<file path="config.mk">
export PLATFORM = sky130hd
export DESIGN_NAME = uart_rx_fifo_top
export DESIGN_NICKNAME = d
export VERILOG_FILES = /design/src/rtl/uart_rx_pkg.sv /design/src/rtl/uart_rx_sync.sv /design/src/rtl/uart_rx_frame.sv /design/src/rtl/uart_rx_fifo.sv /design/src/rtl/uart_rx_fifo_top.sv
export SDC_FILE = /design/constraint.sdc
export NUM_CORES = 1
export LEC_CHECK = 0
export ABC_CLOCK_PERIOD_IN_PS = 2100
export CAP_MARGIN = 20
export CORE_MARGIN = 2
export CORE_UTILIZATION = 25
export CTS_CLUSTER_DIAMETER = 200
export DETAILED_ROUTE_END_ITERATION = 8
export DONT_BUFFER_PORTS = 1
export PLACE_DENSITY = 0.47
export SYNTH_ARGS = -nofsm -noshare
export SYNTH_HDL_FRONTEND = slang
export SYNTH_SLANG_ARGS = --single-unit
</file>
<file path="constraint.sdc">
create_clock -name clk -period 2.1 [get_ports clk]
set_input_delay 0.42 -clock clk [delete_from_list [all_inputs] [get_ports clk]]
set_output_delay 0.42 -clock clk [all_outputs]
set_load 0.02 [all_outputs]
</file>
<file path="src/rtl/uart_rx_pkg.sv">
package uart_rx_pkg;
  localparam int BYTE_W = 8;

  typedef struct packed {
    logic [BYTE_W-1:0] data;
    logic              bit9;
    logic              ferr;
  } rx_word_t;

  typedef enum logic [1:0] {
    ST_IDLE,
    ST_START,
    ST_DATA,
    ST_STOP
  } rx_state_e;
endpackage

</file>
<file path="src/rtl/uart_rx_sync.sv">
module uart_rx_sync #(
  parameter int STAGES = 2
) (
  input  logic clk,
  input  logic rst_n,
  input  logic d_i,
  output logic q_o
);
  logic [STAGES-1:0] pipe_q;

  always_ff @(posedge clk or negedge rst_n) begin
    if (!rst_n) pipe_q <= '1;
    else        pipe_q <= {pipe_q[STAGES-2:0], d_i};
  end

  assign q_o = pipe_q[STAGES-1];
endmodule

</file>
<file path="src/rtl/uart_rx_frame.sv">
module uart_rx_frame
  import uart_rx_pkg::*;
#(
  parameter int OSR = 16
) (
  input  logic     clk,
  input  logic     rst_n,
  input  logic     enable_i,
  input  logic     rx_i,
  input  logic     tick_i,
  input  logic     mode9_i,
  output logic     done_o,
  output rx_word_t word_o
);
  localparam int CNT_W = $clog2(OSR);
  localparam int MID   = OSR / 2;
  localparam int EARLY = MID - 1;
  localparam int LATE  = MID + 1;
  localparam int SH_W  = BYTE_W + 1;
  localparam int IDX_W = $clog2(SH_W);

  rx_state_e        state_q;
  logic [CNT_W-1:0] tick_cnt_q;
  logic [CNT_W-1:0] tick_nxt;
  logic [IDX_W-1:0] bit_idx_q;
  logic [IDX_W-1:0] last_idx;
  logic [SH_W-1:0]  shreg_q;
  logic             s_early_q;
  logic             s_mid_q;
  logic             mode9_q;
  logic             rx_prev_q;
  logic             vote;

  assign tick_nxt = (tick_cnt_q == CNT_W'(OSR - 1)) ? '0 : tick_cnt_q + 1'b1;
  assign last_idx = mode9_q ? IDX_W'(BYTE_W) : IDX_W'(BYTE_W - 1);
  assign vote     = (s_early_q & s_mid_q) | (s_early_q & rx_i) | (s_mid_q & rx_i);

  // edge history is kept on every tick, enabled or not
  always_ff @(posedge clk or negedge rst_n) begin
    if (!rst_n)      rx_prev_q <= 1'b1;
    else if (tick_i) rx_prev_q <= rx_i;
  end

  always_ff @(posedge clk or negedge rst_n) begin
    if (!rst_n) begin
      state_q    <= ST_IDLE;
      tick_cnt_q <= '0;
      bit_idx_q  <= '0;
      shreg_q    <= '0;
      s_early_q  <= 1'b1;
      s_mid_q    <= 1'b1;
      mode9_q    <= 1'b0;
      done_o     <= 1'b0;
      word_o     <= '0;
    end else begin
      done_o <= 1'b0;
      if (!enable_i) begin
        state_q    <= ST_IDLE;
        tick_cnt_q <= '0;
        bit_idx_q  <= '0;
      end else if (tick_i) begin
        if (state_q == ST_IDLE) begin
          if (rx_prev_q && !rx_i) begin
            state_q    <= ST_START;
            tick_cnt_q <= '0;
            bit_idx_q  <= '0;
            shreg_q    <= '0;
            mode9_q    <= mode9_i;
          end
        end else begin
          tick_cnt_q <= tick_nxt;
          if (tick_nxt == CNT_W'(EARLY)) s_early_q <= rx_i;
          if (tick_nxt == CNT_W'(MID))   s_mid_q   <= rx_i;
          case (state_q)
            ST_START: begin
              if (tick_nxt == CNT_W'(MID) && rx_i) state_q <= ST_IDLE;
              else if (tick_nxt == '0)             state_q <= ST_DATA;
            end
            ST_DATA: begin
              if (tick_nxt == CNT_W'(LATE)) shreg_q[bit_idx_q] <= vote;
              if (tick_nxt == '0) begin
                if (bit_idx_q == last_idx) state_q <= ST_STOP;
                else                       bit_idx_q <= bit_idx_q + 1'b1;
              end
            end
            ST_STOP: begin
              if (tick_nxt == CNT_W'(LATE)) begin
                done_o      <= 1'b1;
                word_o.data <= shreg_q[BYTE_W-1:0];
                word_o.bit9 <= mode9_q & shreg_q[BYTE_W];
                word_o.ferr <= ~vote;
                state_q     <= ST_IDLE;
              end
            end
            default: state_q <= ST_IDLE;
          endcase
        end
      end
    end
  end

  // a completed word is announced for exactly one cycle
  a_r4_done_pulse: assert property (@(posedge clk) disable iff (!rst_n)
    done_o |=> !done_o);
  // a word is only announced on leaving the stop bit
  a_r4_done_after_stop: assert property (@(posedge clk) disable iff (!rst_n)
    done_o |-> $past(state_q) == ST_STOP);
  // the bit index never passes the last data bit of the frame
  a_r3_idx_bound: assert property (@(posedge clk) disable iff (!rst_n)
    state_q == ST_DATA |-> bit_idx_q <= last_idx);
  // a low enable leaves the receiver idle
  a_r8_idle_when_off: assert property (@(posedge clk) disable iff (!rst_n)
    !enable_i |=> state_q == ST_IDLE);
endmodule

</file>
<file path="src/rtl/uart_rx_fifo.sv">
module uart_rx_fifo
  import uart_rx_pkg::*;
#(
  parameter int DEPTH = 2
) (
  input  logic     clk,
  input  logic     rst_n,
  input  logic     flush_i,
  input  logic     push_i,
  input  rx_word_t word_i,
  input  logic     pop_i,
  output rx_word_t head_o,
  output logic     valid_o,
  output logic     full_o
);
  localparam int PTR_W = (DEPTH > 1) ? $clog2(DEPTH) : 1;
  localparam int CNT_W = $clog2(DEPTH + 1);

  rx_word_t         mem_q [DEPTH];
  logic [PTR_W-1:0] wr_ptr_q;
  logic [PTR_W-1:0] rd_ptr_q;
  logic [CNT_W-1:0] count_q;
  logic             do_pop;
  logic             do_push;

  assign valid_o = (count_q != '0);
  assign full_o  = (count_q == CNT_W'(DEPTH));
  assign do_pop  = pop_i && valid_o;
  assign do_push = push_i && !full_o;
  assign head_o  = mem_q[rd_ptr_q];

  for (genvar e = 0; e < DEPTH; e++) begin : g_entry
    always_ff @(posedge clk or negedge rst_n) begin
      if (!rst_n)                                    mem_q[e] <= '0;
      else if (do_push && wr_ptr_q == PTR_W'(e))    mem_q[e] <= word_i;
    end
  end

  always_ff @(posedge clk or negedge rst_n) begin
    if (!rst_n) begin
      wr_ptr_q <= '0;
      rd_ptr_q <= '0;
      count_q  <= '0;
    end else if (flush_i) begin
      wr_ptr_q <= '0;
      rd_ptr_q <= '0;
      count_q  <= '0;
    end else begin
      if (do_push)
        wr_ptr_q <= (wr_ptr_q == PTR_W'(DEPTH - 1)) ? '0 : wr_ptr_q + 1'b1;
      if (do_pop)
        rd_ptr_q <= (rd_ptr_q == PTR_W'(DEPTH - 1)) ? '0 : rd_ptr_q + 1'b1;
      case ({do_push, do_pop})
        2'b10:   count_q <= count_q + 1'b1;
        2'b01:   count_q <= count_q - 1'b1;
        default: count_q <= count_q;
      endcase
    end
  end

  // the writer never offers a word to a full FIFO
  a_r4_no_overflow: assert property (@(posedge clk) disable iff (!rst_n)
    push_i |-> !full_o);
  // ready with nothing stored leaves the FIFO empty
  a_r5_empty_pop_ignored: assert property (@(posedge clk) disable iff (!rst_n)
    (pop_i && !valid_o && !push_i && !flush_i) |=> !valid_o);
  // a read with no write moves the head off the full state
  a_r10_pop_advances: assert property (@(posedge clk) disable iff (!rst_n)
    (pop_i && full_o && !push_i && !flush_i) |=> valid_o && !full_o);
endmodule

</file>
<file path="src/rtl/uart_rx_fifo_top.sv">
module uart_rx_fifo_top
  import uart_rx_pkg::*;
#(
  parameter int OSR         = 16,
  parameter int FIFO_DEPTH  = 2,
  parameter int SYNC_STAGES = 2
) (
  input  logic              clk,
  input  logic              rst_n,
  input  logic              rx_i,
  input  logic              os_tick_i,
  input  logic              rx_enable_i,
  input  logic              mode9_i,
  input  logic              irq_enable_i,
  input  logic              rd_ready_i,
  output logic [BYTE_W-1:0] rd_data_o,
  output logic              rd_bit9_o,
  output logic              rd_frame_err_o,
  output logic              rd_valid_o,
  output logic              overrun_o,
  output logic              irq_o
);
  logic     rx_sync;
  logic     frame_done;
  rx_word_t frame_word;
  rx_word_t head_word;
  logic     fifo_full;
  logic     push;
  logic     overrun_q;

  uart_rx_sync #(.STAGES(SYNC_STAGES)) sync_i (
    .clk   (clk),
    .rst_n (rst_n),
    .d_i   (rx_i),
    .q_o   (rx_sync)
  );

  uart_rx_frame #(.OSR(OSR)) frame_i (
    .clk      (clk),
    .rst_n    (rst_n),
    .enable_i (rx_enable_i),
    .rx_i     (rx_sync),
    .tick_i   (os_tick_i),
    .mode9_i  (mode9_i),
    .done_o   (frame_done),
    .word_o   (frame_word)
  );

  // the gate is judged on the occupancy before any same-cycle read
  assign push = frame_done && !overrun_q && !fifo_full;

  always_ff @(posedge clk or negedge rst_n) begin
    if (!rst_n)                                     overrun_q <= 1'b0;
    else if (!rx_enable_i)                          overrun_q <= 1'b0;
    else if (frame_done && !overrun_q && fifo_full) overrun_q <= 1'b1;
  end

  uart_rx_fifo #(.DEPTH(FIFO_DEPTH)) fifo_i (
    .clk     (clk),
    .rst_n   (rst_n),
    .flush_i (!rx_enable_i),
    .push_i  (push),
    .word_i  (frame_word),
    .pop_i   (rd_ready_i),
    .head_o  (head_word),
    .valid_o (rd_valid_o),
    .full_o  (fifo_full)
  );

  assign rd_data_o      = head_word.data;
  assign rd_bit9_o      = head_word.bit9;
  assign rd_frame_err_o = head_word.ferr;
  assign overrun_o      = overrun_q;
  assign irq_o          = rd_valid_o & irq_enable_i;

  // no write reaches the FIFO while overrun is pending
  a_r7_overrun_blocks: assert property (@(posedge clk) disable iff (!rst_n)
    overrun_q |-> !push);
  // overrun holds while the enable stays high
  a_r7_overrun_sticky: assert property (@(posedge clk) disable iff (!rst_n)
    (overrun_q && rx_enable_i) |=> overrun_q);
  // overrun only rises after a finished frame met a full FIFO
  a_r6_overrun_cause: assert property (@(posedge clk) disable iff (!rst_n)
    $rose(overrun_q) |-> $past(frame_done && fifo_full));
  // valid only rises after a write
  a_r5_valid_needs_push: assert property (@(posedge clk) disable iff (!rst_n)
    $rose(rd_valid_o) |-> $past(push));
  // a low enable empties the FIFO and clears overrun
  a_r8_disable_clears: assert property (@(posedge clk) disable iff (!rst_n)
    !rx_enable_i |=> (!rd_valid_o && !overrun_q));
  // no request without stored data
  a_r11_irq_needs_data: assert property (@(posedge clk) disable iff (!rst_n)
    irq_o |-> rd_valid_o);
endmodule

</file>
Word-level counts from Yosys, hierarchy flattened. Index checks and enable logic that the tools add are counted.

Memory bits (read-only): 0. Input bits: 8. Word-level logic and storage cells: 141. Bits in latches: 0. Memory bits (writable): 0. Register bits: 61. Memories: 0.

Bitwise gates (word level): 11. Equality and inequality tests: 25. Shifts and indexed selects: 0. Reductions and logical operators: 26. Div/mod/pow operators: 0. Magnitude comparators: 3. Multipliers: 0. $add $sub $neg: 6. Multiplexer cells: 47.

Operators by type and width (number): $mux W4 (12); $mux W9 (4); $mux W10 (3); $mux W2 (10); $reduce_and A5 Y1 (3); $mux W1 (14); $eq A4 B4 Y1 const B (3); $ne A4 B2 Y1 const B (3); $reduce_and A4 Y1 (3); $logic_and A1 B1 Y1 (10); $bwmux W9 (1); $ne A3 B1 Y1 const B (3); $add A4 B1 Y4 const B (2); $eq A2 B2 Y1 const B (4); $ne A2 B1 Y1 const B (3); $pmux W2 S3 (1); $reduce_and A6 Y1 (1); $reduce_bool A2 Y1 (3); $and A1 B1 Y1 (5); $lt A4 B5 Y1 const B (1); $ne A5 B2 Y1 const B (1); $demux W1 S4 (1); $eq A2 B1 Y1 const B (2); $eq A4 B3 Y1 const B (1); other kinds (17) (24).

Longest topological paths before layout. Gate-level depths: netlist of run 1.

Depth after elaboration: 9. Depth in mapped cells: 8. Gate-level depth less buffers: 7.

By module. From an unflattened synthesis of run 1, not the netlist that was laid out.

Cells, all modules: 258. Area total of the unflattened synthesis: 3186.8 um^2.

By module, submodules not included: uart_rx_frame (area each 1928.1 um^2, cells each 173, instances 1, sequential area each 854.6 um^2); uart_rx_fifo (area each 1149.9 um^2, cells each 77, instances 1, sequential area each 600.6 um^2); uart_rx_fifo_top (area each 56.3 um^2, cells each 6, instances 1, sequential area each 25.0 um^2); uart_rx_sync (area each 52.6 um^2, cells each 2, instances 1, sequential area each 52.6 um^2).

Least setup slack after synthesis of run 1. No wires, ideal clock.

Kind: register to register. From: reg frame_i.tick_cnt_q[1]. To: reg frame_i.word_o[3] in the netlist's numbering. Cell stages (with the launch flop): 9. Buffers on the path: 2. Setup slack: 0.181 ns. Data required time: 1.975 ns. Setup time: 0.125 ns. Arrival time: 1.794 ns. Clock period less this slack: 1.919 ns. Cells stage by stage: dfrtp_1 > ha_1 > buf_2 > nand2_1 > o2bb2ai_2 > and2_4 > nand4_2 > buf_6 > mux2_4.

Cells in the longest elaborated chain, start to end: 4.

Ends and longest elaborated chain: start, declared (RTL line uart_rx_frame.sv:23) `logic [CNT_W-1:0] tick_cnt_q;`; start signal, assigned (RTL line uart_rx_frame.sv:71) `tick_cnt_q <= tick_nxt;`; $add A4 B1 Y4 / $eq A4 B4 Y1 (equally long branches) (RTL line uart_rx_frame.sv:34) `assign tick_nxt = (tick_cnt_q == CNT_W'(OSR - 1)) ? '0 : tick_cnt_q + 1'b1;`; $mux W4 * (RTL line uart_rx_frame.sv:34); $eq A4 B4 Y1 * (RTL line uart_rx_frame.sv:87) `if (tick_nxt == CNT_W'(LATE)) begin`; $reduce_and A5 Y1 (no source line) *; end, declared (RTL line uart_rx_frame.sv:13) `output rx_word_t word_o`.

Mark *: on every way between the ends. The rest lies on a longest branch, timed or not. A chain may end at the register's enable or synchronous reset.

Worst setup path in the final report of run 1.
From: reg frame_i.tick_cnt_q[1]. To: reg frame_i.word_o[4] in the netlist's numbering.

The elaborated chain is that of the path after synthesis.

==> metrics.cfg, run 1 <==
[cts]
cts_sinks = 61
clk_latency_ns = 0.33
path_clk_slew_ns = 0.06
cts_root_buf = clkbuf_16
cts_setup_buffers = 0
cts_max_level = 3
clock_path_buffers = 2
cts_tree = done
cts_made_buffers = 9

[synthesis]
syn_inst = 270
synth-main-ff-cell = dfrtp_1
ys_seq_area_share_pct = 48.6
synth_fp_nets = 290
avgSynthCellArea_um2 = 11.7
synth-edff-count = 0
syn_area_um2 = 3150
synthArstFlopShare_pct = 100
synth_seq_cells = 61
yosysWarningCount = 0
ys_types = 50

[placed_design]
place.gp.congestion = 0.779
portBuffers = 0
dp_hpwl_um = 4480

[final_layout]
layout-drive-gt1-share_pct = 32.1
nFillCells = 1304
final_common_cell = dfrtp_1
fin_nets = 302
final_cell_mix = dfrtp_1, mux2_2, o21ai_0, nand2_1, a21oi_1
area_delta_synth_final_pct = 18.5
finish.utilization_pct = 30.0

[power_and_ir_drop]
total_leakage_power_nw = 1.77
powerDensity_nw_per_um2 = 764
finalPower_mw = 2.85
ir_worst_vdd_mv = 0.403

[global_route]
grt_pass1_vias = 2046
top_usage_layer = met2
grt_overflow = 0
grt_use_met3_pct = 4.05
antenna_found_initial = 1
track_usage_pct = 10.6
grt_max_degree = 62
grt_pass1_wl_um = 10900
met1_usage_pct = 14.1
met2_usage_pct = 15.5

[routing]
wl_per_cell_um = 14.3
drt_iter0_drc = 118
via_per_inst = 4.47
drc = 0
antenna_left = 0
drt_wl_total_um = 6560
first_pass_iters = 4
num_vias = 2054

[floorplanning]
row_count = 41
dieArea_um2 = 13500
start_util_pct = 25.3
die_x_um = 116
dieHeight_um = 116
core_region_area_um2 = 12500
pin_count = 21

[sta]
rsz0062_at_grt = yes
finalCritPeriodShare_pct = 93.0
slew_headroom_pct = 63.3
setup_violations = 0
fmax_mhz = 512
slew_violations = 0
skew_ns = 0.00819
tightest_slew_ns = 0.550
period_needed_ns = 1.95
hold_viol = 0

[setup_path]
crit_type = reg -> reg
timing.reg2reg.setup_slack_ns = 0.15
worst_ep_arrival_time_ns = 2.16
path_max_fanout = 11
cp.required_ns = 2.31
cp-end-kind = register
startpoint_type = register

[job]
cap_violations = 0

[outcome]
status = finished clean

[min_path]
holdCritPathClass = in -> reg

## final cells by class
type                    instances  area (µm²)  area share (%)
multi-input cells             190        1550            41.5
flip-flops and latches         61        1530            41.0
clock buffers                   9         225            6.03
well taps                     172         215            5.76
repair buffers                 10        97.6            2.61
clock inverters                 7        73.8            1.98
inverters                      10        37.5            1.00
diodes                          1        2.50          0.0670
## worst max-delay path: stages (launching register included)
cell	delay (ns)
dfrtp_1	0.41
ha_2	0.28
nand2_1	0.09
o2bb2ai_2	0.22
and2_4	0.21
nand4_2	0.09
buf_4	0.21
mux2_4	0.31
## per-layer routing
metal | vias up | part of all wire (%)
met3 | 11 | 4.9
met2 | 35 | 45
met5 | - | 0
met4 | 0 | 1.8
met1 | 1011 | 48
li1 | 997 | -
## synthesized netlist by cell type (2+ instances only)
cell / n / area share, %
a21bo_2: 8 / 2.5
a21oi_1: 13 / 2.1
a22o_1: 2 / 0.56
and2_1: 6 / 1.2
and3_1: 2 / 0.40
and4_1: 2 / 0.56
buf_2: 5 / 0.79
clkbuf_1: 2 / 0.24
dfrtp_1: 56 / 44
dfstp_2: 5 / 4.2
ha_1: 12 / 4.8
inv_1: 10 / 1.2
mux2_2: 34 / 12
mux2_4: 7 / 3.3
mux2i_1: 2 / 0.64
nand2_1: 13 / 1.5
nand2b_1: 2 / 0.40
nand3_1: 9 / 1.4
nand4_1: 2 / 0.40
nand4b_1: 2 / 0.56
nor2_1: 10 / 1.2
nor2b_1: 10 / 2.0
nor3_1: 4 / 0.64
o2111a_1: 2 / 0.71
o211ai_1: 2 / 0.48
o21ai_0: 22 / 3.5
xnor2_1: 3 / 0.83
## sequential cells by signal, summed over array words and instances, names as in the netlist, 2 cells and up
signal              flops
fifo_i.mem_q           20
frame_i.word_o         10
frame_i.shreg_q         9
frame_i.bit_idx_q       4
frame_i.tick_cnt_q      4
fifo_i.count_q          2
frame_i.state_q         2
sync_i.pipe_q           2
## metrics by stage
stage / setup slack, ns / std cells / cell area (µm²) / setup TNS (ns) / hold slack, ns
after floorplan: 0.181 / 270 / 3150 / 0 / 0.124
after global placement: 0.121 / 441 / 3380 / 0 / 0.131
after detailed placement: 0.0771 / 441 / 3380 / 0 / 0.131
after CTS: 0.0420 / 459 / 3710 / 0 / 0.0736
after global routing: -0.0295 / 460 / 3740 / -0.0988 / 0.0647
final: 0.146 / 460 / 3740 / 0 / 0.0832
## power by group
group | switching, mW | internal, mW
sequential | 0.0181 | 1.20
clock | 0.565 | 0.924
combinational | 0.0950 | 0.0566
## cell families (layout without fill, tap and decap cells)
family	count (synthesis)	count (layout)	share of synthesized area [%]
simple gates	72	72	13.8
other cells	0	1	0
mux	43	43	16.1
fa+ha+maj	13	13	5.08
flops	61	61	48.6
buf+inv	19	36	2.82
compound gates	59	59	12.7
xor+xnor	3	3	0.834
## repair_timing
action | in CTS | in global routing
endpoints found under the hold margin | 61 | 0
setup endpoints to repair | 0 | 19
resized for setup | 0 | 4
hold buffers | 2 | 0
## path summary, 6_finish.rpt
kind                                  startpoint                  to  cells after the start
hold reg to reg                 sync_i.pipe_q[0]    sync_i.pipe_q[1]                      0
min in group asynchronous                  rst_n  frame_i.shreg_q[5]                      2
hold / removal                              rx_i    sync_i.pipe_q[0]                      0
setup reg to reg           frame_i.tick_cnt_q[1]   frame_i.word_o[4]                      7
setup / recovery           frame_i.tick_cnt_q[1]   frame_i.word_o[4]                      7
max in group asynchronous                  rst_n   frame_i.rx_prev_q                      2
(Power assumes the default switching activity.)
==> run 2: changes to the inputs <==
- CORE_UTILIZATION: 25 -> 40
- PLACE_DENSITY: 0.47 -> 0.63
==> metrics.cfg, run 2 (same netlist as run 1, synthesis figures left out) <==
[routing]
via_per_inst = 5.17
wl_per_cell_um = 15.1
antenna_left = 0
drt_wl_total_um = 5910
drt_iter0_drc = 56
first_pass_iters = 4
num_vias = 2028
drc = 0

[sta]
rsz0062_at_grt = yes
slew_violations = 0
setup_violations = 0
slew_headroom_pct = 64.9
period_needed_ns = 2.02
finalCritPeriodShare_pct = 96.3
finalSetupTns_ns = 0
skew_ns = 0.00440
setup_ws_ns = 0.0787
hold_viol = 0
fmax_mhz = 495
tightest_slew_ns = 0.526

[setup_path]
timing.reg2reg.setup_slack_ns = 0.08
crit_type = reg -> reg
path_max_fanout = 5
worst_ep_arrival_time_ns = 2.24
startpoint_type = register
cp-end-kind = register
cp.required_ns = 2.32

[floorplanning]
core_region_area_um2 = 7690
start_util_pct = 41.0
dieArea_um2 = 8610
dieHeight_um = 92.8
die_x_um = 92.8
row_count = 32
pin_count = 21

[power_and_ir_drop]
finalPower_mw = 2.39
ir_worst_vdd_mv = 0.227
powerDensity_nw_per_um2 = 669
total_leakage_power_nw = 1.73

[cts]
cts_made_buffers = 9
cts_max_level = 3
clock_path_buffers = 2
cts_sinks = 61
cts_root_buf = clkbuf_8
cts_tree = done
clk_latency_ns = 0.33
path_clk_slew_ns = 0.07

[outcome]
status = finished clean

[final_layout]
antenna_cells = 0
fin_nets = 305
multi_input_area_um2 = 1560
final_cell_mix = dfrtp_1, mux2_2, o21ai_0, nand2_1, a21oi_1
finish.utilization_pct = 46.4
final-seq-area_um2 = 1530
final_common_cell = dfrtp_1
largest_reg_flops = 20
layout-drive-gt1-share_pct = 31.4
reg_top3 = fifo_i.mem_q x20, frame_i.word_o x10, frame_i.shreg_q x9
finalNonFillerCells = 392
area_delta_synth_final_pct = 13.1
nFillCells = 715
top_register = fifo_i.mem_q

[placed_design]
place_inst = 373
place.gp.congestion = 0.843
portBuffers = 0
dp_hpwl_um = 4160
pre_cts_slack_ns = 0.0164

[global_route]
grt_overflow = 0
antenna_found_initial = 0
grt_max_degree = 62
track_usage_pct = 15.2
grt_pass1_vias = 2047
grt_pass1_wl_um = 10100

[min_path]
holdCritPathClass = in -> reg

[job]
cap_violations = 0

[run 2: cell types whose count changed in the layout (fill, tap and decap cells not counted), sizes merged]
cell	previous run	this run
clkinv	3	2
buf	9	12
inv	12	10
diode	1	0
clkbuf	9	12
[run 2: where the power goes]
part	switching, mW	leakage [nW]	total (mW)	internal [mW]
registers	0.0166	0.821	1.21	1.20
clock network	0.441	0.0964	1.02	0.577
logic	0.0961	0.816	0.155	0.0594
[run 2: final timing paths]
kind                                  startpoint  cells past startpoint              endpoint
hold reg to reg                 sync_i.pipe_q[0]                      0      sync_i.pipe_q[1]
min in group asynchronous                  rst_n                      2  frame_i.bit_idx_q[2]
hold / removal                              rx_i                      0      sync_i.pipe_q[0]
setup reg to reg           frame_i.tick_cnt_q[0]                      8  frame_i.bit_idx_q[0]
setup / recovery           frame_i.tick_cnt_q[0]                      8  frame_i.bit_idx_q[0]
max in group asynchronous                  rst_n                      2     frame_i.rx_prev_q
[run 2: timing repair]
action,in CTS,in global routing
hold buffers,2,0
hold endpoints to repair,61,0
buffers inserted,0,1
setup endpoints to repair,0,19
resized for setup,0,5
[run 2: area by class of cell]
| cell class | instances | area share (%) |
|---|---|---|
| Multi-Input combinational cell | 190 | 43.6 |
| Timing Repair Buffer | 13 | 3.37 |
| Sequential cell | 61 | 43.0 |
| Clock inverter | 4 | 1.33 |
| Clock buffer | 12 | 4.07 |
| Tap cell | 102 | 3.58 |
| Inverter | 10 | 1.05 |
[run 2: worst max-delay path, stage by stage, from the launching register on]
cell and delay [ns]:
dfrtp_1 0.38, buf_4 0.16, ha_1 0.24, nor4b_1 0.16, a41o_1 0.23, nor3b_4 0.16, buf_4 0.16, and2_1 0.16
mux2_2 0.25
[run 2: per-layer routing]
layer | GRT usage [%] | vias to the layer above | wire length (µm)
met5 | 0 | - | 0
met4 | 6.25 | 0 | 60
met3 | 4.96 | 6 | 349
met2 | 23.9 | 38 | 2730
met1 | 19.4 | 991 | 2770
li1 | - | 993 | -
[run 2: stage by stage]
| step | hold WS, ns | cell area [µm²] |
|---|---|---|
| 6_report | 0.0816 | 3570 |
| 5_1_grt | 0.0536 | 3570 |
| 4_1_cts | 0.0597 | 3530 |
| 3_5_place_dp | 0.129 | 3300 |
| 3_3_place_gp | 0.129 | 3300 |
| 2_1_floorplan | 0.124 | 3150 |
==> run 3: changes to the inputs <==
- ABC_AREA: not set -> 1
- PLACE_DENSITY: 0.63 -> not set
==> metrics.cfg, run 3 <==
[min_path]
holdCritPathClass = in -> reg

[power_and_ir_drop]
powerDensity_nw_per_um2 = 858
switching_share_pct = 30.4
p_comb_share_pct = 18.0
finalPower_mw = 3.05
ir_worst_vdd_mv = 0.433
pwr-share-clk_pct = 38.2
p_seq_share_pct = 43.8
total_leakage_power_nw = 1.78
internal_power_mw = 2.12
power_switching_uw = 926

[floorplanning]
start_util_pct = 40.8
die_x_um = 92.3
row_count = 32
pin_count = 21
dieHeight_um = 92.3
core_region_area_um2 = 7650
dieArea_um2 = 8520

[setup_path]
crit_type = reg -> out
max_stage_delay_ns = 0.69
worst_ep_arrival_time_ns = 1.40
critical-path-top-delay-family = flip-flops
startpoint_type = register
cp.required_ns = 1.68
cp-end-kind = output port
worst-path-buf-inv = 1
cpMaxStageDelayCell = dfrtp_1
crit_path_cell_trace = o21ai_0 > buf_4
path_max_fanout = 22

[global_route]
track_usage_pct = 15.1
grt_pass1_vias = 2267
grt_max_degree = 62
grt_pass1_wl_um = 10200
grt_overflow = 0
antenna_found_initial = 0

[synthesis]
synth_seq_cells = 61
ys_top_cells_by_count = nand2_1, dfrtp_1, inv_1, o21ai_0, nor2_1
ys_seq_area_share_pct = 49.2
avgSynthCellArea_um2 = 8.50
synth_area_leaders = dfrtp_1, nand2_1, o21ai_0
synth_largest_area_cell = dfrtp_1
yosysTopAreaCellShare_pct = 44.9
syn_area_um2 = 3120
synthArstFlopShare_pct = 100
synth_most_common_cell = nand2_1
synth_fp_nets = 387
synth-main-ff-cell = dfrtp_1
synth-edff-count = 0
ys_types = 31
syn_inst = 367
yosysWarningCount = 0

[sta]
tightest_slew_ns = 0.538
hold_viol = 0
fmax_mhz = 549
slew_violations = 0
skew_ns = 0.0131
rsz0062_at_grt = no
setup_violations = 0
finalSetupTns_ns = 0
slew_headroom_pct = 64.1
finalCritPeriodShare_pct = 86.8
period_needed_ns = 1.82

[final_layout]
fin_nets = 405
top_register = fifo_i.mem_q
reg_top3 = fifo_i.mem_q x20, frame_i.word_o x10, frame_i.shreg_q x9
antenna_cells = 0
final_cell_area_um2 = 3560
largest_reg_flops = 20
final_cell_mix = nand2_1, dfrtp_1, inv_1, o21ai_0, nor2_1
final_common_cell = nand2_1
finish.utilization_pct = 46.5
layout-drive-gt1-share_pct = 18.2
area_delta_synth_final_pct = 14.0
nFillCells = 726

[outcome]
status = finished clean

[placed_design]
portBuffers = 0
dpl_cell_area_um2 = 3290
dp_hpwl_um = 3980
place.gp.congestion = 0.794

[cts]
cts_max_level = 3
cts_sinks = 61
clock_path_buffers = 2
cts_made_buffers = 9
cts_root_buf = clkbuf_8
cts_tree = done
path_clk_slew_ns = 0.08
clk_latency_ns = 0.35

[routing]
antenna_left = 0
drt_wl_total_um = 5540
drt_iter0_drc = 81
via_per_inst = 4.69
first_pass_iters = 5
wl_per_cell_um = 11.3
num_vias = 2306
drc = 0

[job]
cap_violations = 0

## run 3: cell types whose count changed in the layout (fill, tap and decap cells not counted), sizes merged, moves of 7 or more
cell / previous run / this run
nand2: 13 / 104
and2: 7 / 0
nor2b: 10 / 0
nor2: 10 / 29
o21ai: 23 / 49
a21oi: 13 / 4
inv: 10 / 50
nand3: 9 / 21
mux2: 41 / 10
a21bo: 8 / 0
## run 3: stage by stage
step | cells | hold WS (ns) | setup WS (ns)
floorplan | 367 | 0.124 | 0.577
global placement | 474 | 0.126 | 0.488
detailed placement | 474 | 0.126 | 0.453
CTS | 492 | 0.0539 | 0.238
global route | 492 | 0.0475 | 0.0351
finish | 492 | 0.0681 | 0.278
## run 3: per-layer routing
layer | vias up | track usage (%) | wire length (µm)
li1 | 1204 | - | -
met1 | 1049 | 18.5 | 2590
met2 | 43 | 24.8 | 2600
met3 | 10 | 4.23 | 228
met4 | 0 | 7.09 | 120
met5 | - | 0 | 0
## run 3: path summary, 6_finish.rpt
path / startpoint / depth (start not counted) / slack (ns) / endpoint
worst max register to register: frame_i.state_q[0] / 9 / 0.45 / frame_i.s_early_q
worst max-delay path: fifo_i.rd_ptr_q / 2 / 0.28 / rd_data_o[0]
worst min register to register: sync_i.pipe_q[0] / 0 / 0.36 / sync_i.pipe_q[1]
worst min-delay path: rx_i / 0 / 0.07 / sync_i.pipe_q[0]
max in group asynchronous: rst_n / 2 / 1.20 / sync_i.pipe_q[0]
min in group asynchronous: rst_n / 2 / 0.58 / fifo_i.count_q[1]
## run 3: power by group through the flow
stage	logic (mW)	clock network, mW	registers (mW)
after floorplan	0.439	0	1.32
after global placement	0.511	0	1.35
after detailed placement	0.524	0	1.36
after CTS	0.558	1.20	1.34
after global routing	0.640	1.25	1.35
final	0.550	1.17	1.33
## run 3: cell families after synthesis
group                      after synthesis  share of synthesized area, %
adders and majority gates               12                          4.82
muxes                                   10                          3.61
DFF                                     61                          49.2
buffers and inverters                   60                          8.07
and+or+nand+nor                        166                          24.1
AOI/OAI and AO/OA                       56                          9.71
xor gates and xnor gates                 2                         0.562
## run 3: repair_timing
item                                   in CTS  in global routing
gates resized for setup                     0                  0
hold buffers                                2                  0
endpoints found under the hold margin      61                  0
buffers inserted                            0                  0
## run 3: cell type report
| type | count | area, µm² | area share, % |
|---|---|---|---|
| sequential | 61 | 1530 | 43.1 |
| multi-input combinational | 246 | 1330 | 37.5 |
| inverter | 50 | 188 | 5.28 |
| timing repair buffer | 17 | 150 | 4.22 |
| clock buffer | 10 | 138 | 3.87 |
| tap | 102 | 128 | 3.59 |
| clock inverter | 6 | 86.3 | 2.43 |
